===== src/rtl/texsamp_pkg.sv =====
package texsamp_pkg;

  typedef enum logic {
    FMT_RGBA8888 = 1'b0,
    FMT_RGB565   = 1'b1
  } texFmtE;

  // strobes from control to datapath
  typedef struct packed {
    logic       latchReq;
    logic       capTexel;
    logic [1:0] texelIdx;
    logic       loadResult;
  } dpCtrlS;

  // expand a read word to {R,G,B,A}
  function automatic logic [31:0] unpackTexel(texFmtE fmt, logic [31:0] word);
    logic [4:0] r5;
    logic [5:0] g6;
    logic [4:0] b5;
    if (fmt == FMT_RGBA8888) begin
      return {word[7:0], word[15:8], word[23:16], word[31:24]};
    end
    r5 = word[15:11];
    g6 = word[10:5];
    b5 = word[4:0];
    return {r5, r5[4:2], g6, g6[5:4], b5, b5[4:2], 8'hFF};
  endfunction

endpackage


===== src/rtl/texsamp_ctrl.sv =====
module texsamp_ctrl
  import texsamp_pkg::*;
(
  input  logic   clk,
  input  logic   rstN,
  input  logic   reqValid,
  output logic   reqReady,
  output logic   memReq,
  input  logic   memRdValid,
  output logic   rspValid,
  input  logic   rspReady,
  output dpCtrlS ctrl
);

  typedef enum logic [2:0] {
    S_IDLE, S_ISSUE, S_WAIT, S_BLEND, S_DONE
  } stateE;

  stateE      stateQ;
  logic [1:0] idxQ;
  logic [2:0] fetchCntQ;

  always_ff @(posedge clk) begin
    if (!rstN) begin
      stateQ    <= S_IDLE;
      idxQ      <= '0;
      fetchCntQ <= '0;
    end else begin
      case (stateQ)
        S_IDLE: if (reqValid) begin
          stateQ    <= S_ISSUE;
          idxQ      <= '0;
          fetchCntQ <= '0;
        end
        S_ISSUE: begin
          stateQ    <= S_WAIT;
          fetchCntQ <= fetchCntQ + 3'd1;
        end
        S_WAIT: if (memRdValid) begin
          if (idxQ == 2'd3) stateQ <= S_BLEND;
          else begin
            idxQ   <= idxQ + 2'd1;
            stateQ <= S_ISSUE;
          end
        end
        S_BLEND: stateQ <= S_DONE;
        S_DONE:  if (rspReady) stateQ <= S_IDLE;
        default: stateQ <= S_IDLE;
      endcase
    end
  end

  assign reqReady = (stateQ == S_IDLE);
  assign memReq   = (stateQ == S_ISSUE);
  assign rspValid = (stateQ == S_DONE);

  always_comb begin
    ctrl            = '0;
    ctrl.latchReq   = (stateQ == S_IDLE) && reqValid;
    ctrl.capTexel   = (stateQ == S_WAIT) && memRdValid;
    ctrl.texelIdx   = idxQ;
    ctrl.loadResult = (stateQ == S_BLEND);
  end

  AST_SINGLE_FETCH: assert property (@(posedge clk) disable iff (!rstN)
    memReq |=> !memReq);

  AST_FOUR_FETCHES: assert property (@(posedge clk) disable iff (!rstN)
    ctrl.loadResult |-> fetchCntQ == 3'd4);

  AST_BUSY_NO_ACCEPT: assert property (@(posedge clk) disable iff (!rstN)
    (memReq || rspValid) |-> !reqReady);

endmodule


===== src/rtl/texsamp_datapath.sv =====
module texsamp_datapath
  import texsamp_pkg::*;
#(
  parameter int ADDR_W  = 32,
  parameter int PITCH_W = 16,
  parameter int DIM_W   = 16,
  parameter int FRAC_W  = 8,
  localparam int COORD_W = DIM_W + FRAC_W
) (
  input  logic               clk,
  input  logic               rstN,
  input  dpCtrlS             ctrl,
  input  logic               reqFmt,
  input  logic [ADDR_W-1:0]  reqBase,
  input  logic [PITCH_W-1:0] reqPitch,
  input  logic [COORD_W-1:0] reqX,
  input  logic [COORD_W-1:0] reqY,
  input  logic [DIM_W-1:0]   texWidth,
  input  logic [DIM_W-1:0]   texHeight,
  output logic [ADDR_W-1:0]  memAddr,
  input  logic [31:0]        memRdData,
  output logic [31:0]        rspColor
);

  localparam int LW   = FRAC_W + 9;
  localparam int ONE  = 1 << FRAC_W;
  localparam int HALF = 1 << (FRAC_W - 1);

  // returns {near, far} index clamped to dim-1
  function automatic logic [2*DIM_W-1:0] clampPair(logic [DIM_W-1:0] i, logic [DIM_W-1:0] dim);
    logic [DIM_W-1:0] lim, nearI, farI;
    logic [DIM_W:0]   nxt;
    lim   = (dim == '0) ? '0 : dim - DIM_W'(1);
    nearI = (i > lim) ? lim : i;
    nxt   = {1'b0, i} + (DIM_W+1)'(1);
    farI  = (nxt > {1'b0, lim}) ? lim : nxt[DIM_W-1:0];
    return {nearI, farI};
  endfunction

  function automatic logic [7:0] lerp(logic [7:0] a, logic [7:0] b, logic [FRAC_W-1:0] f);
    logic [LW-1:0] s;
    s = LW'(a) * (LW'(ONE) - LW'(f)) + LW'(b) * LW'(f) + LW'(HALF);
    return s[FRAC_W+7:FRAC_W];
  endfunction

  texFmtE             fmtQ;
  logic [ADDR_W-1:0]  baseQ;
  logic [PITCH_W-1:0] pitchQ;
  logic [DIM_W-1:0]   x0Q, x1Q, y0Q, y1Q;
  logic [FRAC_W-1:0]  fxQ, fyQ;
  logic [31:0]        texelQ [4];
  logic [31:0]        colorQ;
  logic [31:0]        blended;
  logic [2*DIM_W-1:0] xPair, yPair;

  assign xPair = clampPair(reqX[COORD_W-1:FRAC_W], texWidth);
  assign yPair = clampPair(reqY[COORD_W-1:FRAC_W], texHeight);

  always_ff @(posedge clk) begin
    if (!rstN) begin
      fmtQ   <= FMT_RGBA8888;
      baseQ  <= '0;
      pitchQ <= '0;
      x0Q <= '0; x1Q <= '0; y0Q <= '0; y1Q <= '0;
      fxQ <= '0; fyQ <= '0;
      for (int i = 0; i < 4; i++) texelQ[i] <= '0;
      colorQ <= '0;
    end else begin
      if (ctrl.latchReq) begin
        fmtQ   <= texFmtE'(reqFmt);
        baseQ  <= reqBase;
        pitchQ <= reqPitch;
        {x0Q, x1Q} <= xPair;
        {y0Q, y1Q} <= yPair;
        fxQ <= reqX[FRAC_W-1:0];
        fyQ <= reqY[FRAC_W-1:0];
      end
      if (ctrl.capTexel) texelQ[ctrl.texelIdx] <= unpackTexel(fmtQ, memRdData);
      if (ctrl.loadResult) colorQ <= blended;
    end
  end

  // address of the texel picked by the fetch index
  logic [DIM_W-1:0]  selX, selY;
  logic [ADDR_W-1:0] rowOff, colOff;
  assign selX   = ctrl.texelIdx[0] ? x1Q : x0Q;
  assign selY   = ctrl.texelIdx[1] ? y1Q : y0Q;
  assign rowOff = ADDR_W'(selY) * ADDR_W'(pitchQ);
  assign colOff = (fmtQ == FMT_RGB565) ? (ADDR_W'(selX) << 1) : (ADDR_W'(selX) << 2);
  assign memAddr = baseQ + rowOff + colOff;

  for (genvar c = 0; c < 4; c++) begin : g_chan
    logic [7:0] top, bot;
    assign top = lerp(texelQ[0][8*c +: 8], texelQ[1][8*c +: 8], fxQ);
    assign bot = lerp(texelQ[2][8*c +: 8], texelQ[3][8*c +: 8], fxQ);
    assign blended[8*c +: 8] = lerp(top, bot, fyQ);
  end

  assign rspColor = colorQ;

  AST_OPAQUE_565: assert property (@(posedge clk) disable iff (!rstN)
    (ctrl.loadResult && fmtQ == FMT_RGB565) |=> colorQ[7:0] == 8'hFF);

  AST_CLAMP_X: assert property (@(posedge clk) disable iff (!rstN)
    ctrl.latchReq && texWidth != '0 |=> x1Q < $past(texWidth) && x0Q <= x1Q);

endmodule


===== src/rtl/texsamp_unit.sv =====
module texsamp_unit
  import texsamp_pkg::*;
#(
  parameter int ADDR_W  = 32,
  parameter int PITCH_W = 16,
  parameter int DIM_W   = 16,
  parameter int FRAC_W  = 8,
  localparam int COORD_W = DIM_W + FRAC_W
) (
  input  logic               clk,
  input  logic               rstN,
  input  logic               reqValid,
  output logic               reqReady,
  input  logic               reqFmt,
  input  logic [ADDR_W-1:0]  reqBase,
  input  logic [PITCH_W-1:0] reqPitch,
  input  logic [COORD_W-1:0] reqX,
  input  logic [COORD_W-1:0] reqY,
  input  logic [DIM_W-1:0]   texWidth,
  input  logic [DIM_W-1:0]   texHeight,
  output logic               memReq,
  output logic [ADDR_W-1:0]  memAddr,
  input  logic               memRdValid,
  input  logic [31:0]        memRdData,
  output logic               rspValid,
  input  logic               rspReady,
  output logic [31:0]        rspColor
);

  dpCtrlS ctrl;

  texsamp_ctrl ctrl_i (
    .clk(clk), .rstN(rstN),
    .reqValid(reqValid), .reqReady(reqReady),
    .memReq(memReq), .memRdValid(memRdValid),
    .rspValid(rspValid), .rspReady(rspReady),
    .ctrl(ctrl)
  );

  texsamp_datapath #(
    .ADDR_W(ADDR_W), .PITCH_W(PITCH_W), .DIM_W(DIM_W), .FRAC_W(FRAC_W)
  ) dp_i (
    .clk(clk), .rstN(rstN), .ctrl(ctrl),
    .reqFmt(reqFmt), .reqBase(reqBase), .reqPitch(reqPitch),
    .reqX(reqX), .reqY(reqY),
    .texWidth(texWidth), .texHeight(texHeight),
    .memAddr(memAddr), .memRdData(memRdData),
    .rspColor(rspColor)
  );

  AST_RSP_HOLD: assert property (@(posedge clk) disable iff (!rstN)
    (rspValid && !rspReady) |=> rspValid && $stable(rspColor));

endmodule


===== config.mk =====
export PLATFORM = sky130hd
export DESIGN_NAME = texsamp_unit
export DESIGN_NICKNAME = d
export VERILOG_FILES = /design/src/rtl/texsamp_pkg.sv /design/src/rtl/texsamp_ctrl.sv /design/src/rtl/texsamp_datapath.sv /design/src/rtl/texsamp_unit.sv
export SDC_FILE = /design/constraint.sdc
export NUM_CORES = 2
export LEC_CHECK = 0
export CAP_MARGIN = 5
export CORE_MARGIN = 2
export CORE_UTILIZATION = 46
export CTS_CLUSTER_SIZE = 25
export DETAILED_ROUTE_END_ITERATION = 6
export GPL_TIMING_DRIVEN = 0
export PLACE_DENSITY_LB_ADDON = 0.2
export SETUP_SLACK_MARGIN = 0.1
export SLEW_MARGIN = 20
export SYNTH_ARGS = -nofsm -noshare
export SYNTH_HDL_FRONTEND = slang
export SYNTH_SLANG_ARGS = --single-unit

===== constraint.sdc =====
create_clock -name clk -period 17.56 [get_ports clk]
set_input_delay 3.512 -clock clk [delete_from_list [all_inputs] [get_ports clk]]
set_output_delay 3.512 -clock clk [all_outputs]
set_load 0.1 [all_outputs]

==> impl_metrics.toml <==
[sta]
finalMaxSlewViolations = 0
post-route-period-util = 0.949
finClkSkew_ps = 27.9
min_period_ps = 16670
tightest_slew_ps = 1300
max-slew-margin-rel = 0.136
whs_ps = 453
rsz0062_at_grt = "false"
final-hold-violation-count = 0
clock.fmax_mhz = 60.0
setup_viol = 0

[detailed_routing]
drc = 0
viasPerCell = 5.33
vias = 59318
final_antenna_net_count = 0
wl_per_cell_um = 22.9
dr.pass1.iters = 7
wl_mm = 255
initialDrtViolationCount = 4304

[worst_setup_path]
cpPeakStageDelay_ps = 1040
r2r-start = "dp_i.fxQ[0]"
criticalPathCategory = "reg -> reg"
crit_path_top_delay_cell = "dfxtp_1"
crit_path_start_kind = "flop"
cp-end-kind = "flop"
cp-startpoint = "dp_i.fxQ[0]"
cp.arrival_ps = 17240
cpMostUsedCell = "fa_1"
worstPathRequired_ps = 18130
cp_max_fo = 19

[logic_synthesis]
ys_seq_elements = 294
seq_area_frac_synth = 0.0932
synth_most_common_cell = "inv_1"
synth_top_cell_by_area = "fa_1"
syn_avg_cell_area_um2 = 8.96
synth-main-ff-cell = "dfxtp_1"
ys_warn_count = 0
synthTopCellsByCount = "inv_1, fa_1, and2_1, nand2_1, ha_1"
synth_edf_count = 128
synth_area_um2 = 76900
ys_top_cells_by_area = "fa_1, ha_1, inv_1"
syn-instance-count = 8585
synth_top_area_frac = 0.375
synth_cell_type_count = 81
ys_async_sr_fraction = 0
syn-num-nets = 11144

[global_routing]
met1_usage = 0.404
grt_pass1_vias = 62302
use_met2 = 0.495
grt_max_degree = 25
grtUsageMet3 = 0.0573
grt_pass1_wl_mm = 388
grt_use_total = 0.308
grt_overflow = 0
antenna_found_initial = 34
top_usage_layer = "met2"

[clocking]
cts_max_level = 2
cts_buffer_depth = 3
cts_tree = "built"
cts-root-buf = "clkbuf_16"
clk_pin_slew_ps = 60
ctsResizeCount = 0
cts.sinks = 294
cts_hold_buf = 0
cts_buffers = 41
post_cts_buffers = 0
clk_latency_ps = 650

[floorplanning]
die_w_um = 413
rows = 150
initial_core_util = 0.461
io_pins = 233
die_area_um2 = 170000
dieHeight_um = 413
core_area_um2 = 167000

[outcome]
outcome = "complete, no violations"

[cells_and_area]
drive_gt1_frac = 0.0276
layout.nets = 11436
areaGrowthSynthToFinish_pct = 9.51
utilization = 0.505

[min_path]
hold_start = "dp_i.y1Q[9]"
worstHoldPathType = "reg -> reg"

[placed_design]
portBuffers = 232
gp_congestion = 0.959
place_hpwl_mm = 210

[job]
maxCapViolations = 0
metrics by stage:
stage	worst slack (ps)	setup TNS (ps)	cells	area, µm²
2_1_floorplan	5010	0	8585	76900
3_3_place_gp	-1320	-26620	11021	82000
3_5_place_dp	452	0	11040	82600
4_1_cts	428	0	11116	84100
5_1_grt	321	0	11114	84200
6_report	892	0	11133	84200
cells by family (layout without fill, tap and decap cells):
logic type,Yosys count,after routing,share of synthesized area
simple gates,2696,2696,0.174
fa+ha+maj,2393,2393,0.530
buf+inv,2316,2641,0.113
compound gates,524,524,0.0441
flops,294,294,0.0932
xor+xnor,254,254,0.0293
mux,108,108,0.0156
other cells,0,19,0
metal layers:
metal  vias to the layer above  wire, µm
li1                      26441         -
met1                     29989    103000
met2                      2385    117000
met3                       489     21900
met4                        14     13700
met5                         -        86
area by class of cell:
cell class | count | area [µm²]
well taps | 2204 | 2760
repair buffers | 251 | 2670
flip-flops and latches | 294 | 7170
multi-input cells | 5975 | 61300
plain buffers | 318 | 1250
clock inverters | 28 | 440
clock buffers | 48 | 1060
diodes | 19 | 47.5
inverters | 1996 | 7490
fillers | 15863 | 82500
flip-flops by register name (all words and copies together), names as in the netlist:
name and cells:
dp_i.rspColor 32, dp_i.y0Q 16, dp_i.fmtQ 1, dp_i.texelQ 128, dp_i.pitchQ 16, dp_i.x0Q 16, dp_i.fyQ 8, ctrl_i.idxQ 2
dp_i.fxQ 8, dp_i.baseQ 32, dp_i.x1Q 16, ctrl_i.stateQ 3, dp_i.y1Q 16
path summary, 6_finish.rpt:
path              depth (start not counted)                end  slack, ps
hold reg to reg                           2        dp_i.y1Q[9]        450
hold / removal                            2        dp_i.y1Q[9]        450
setup / recovery                         46  dp_i.rspColor[31]        890
setup reg to reg                         46  dp_i.rspColor[31]        890
layout by cell type (no fill, tap or decap), drive strengths merged, types with 8 or more instances in the layout:
master / instances
xor2: 91
edfxtp: 128
or3: 20
mux2i: 84
clkbuf: 331
nor4: 18
a21o: 48
xnor2: 161
nor3: 59
nor2: 389
o21bai: 17
a211oi: 43
a311oi: 8
clkdlybuf4s50: 231
a21oi: 201
fa: 1442
clkinv: 10
nand2: 954
buf: 55
nand3: 56
o211ai: 31
and3: 20
a31oi: 10
mux2: 16
nand2b: 26
diode: 19
nor2b: 43
o21ai: 75
dfxtp: 166
bufinv: 8
nand4: 34
ha: 951
mux4: 8
or2: 24
inv: 2001
a211o: 8
o21a: 23
and2: 1024
critical path: cells and delay by family (launching register included):
family,cells,cell delay [ps]
flops,1,1040
simple gates,7,1510
compound gates,11,3240
fa+ha+maj,15,6560
xor+xnor,2,1350
buf+inv,11,2860
Power is left out: the tool's default activity adds up to more than one toggle a clock period on the data nets, which glitch-free logic cannot reach.
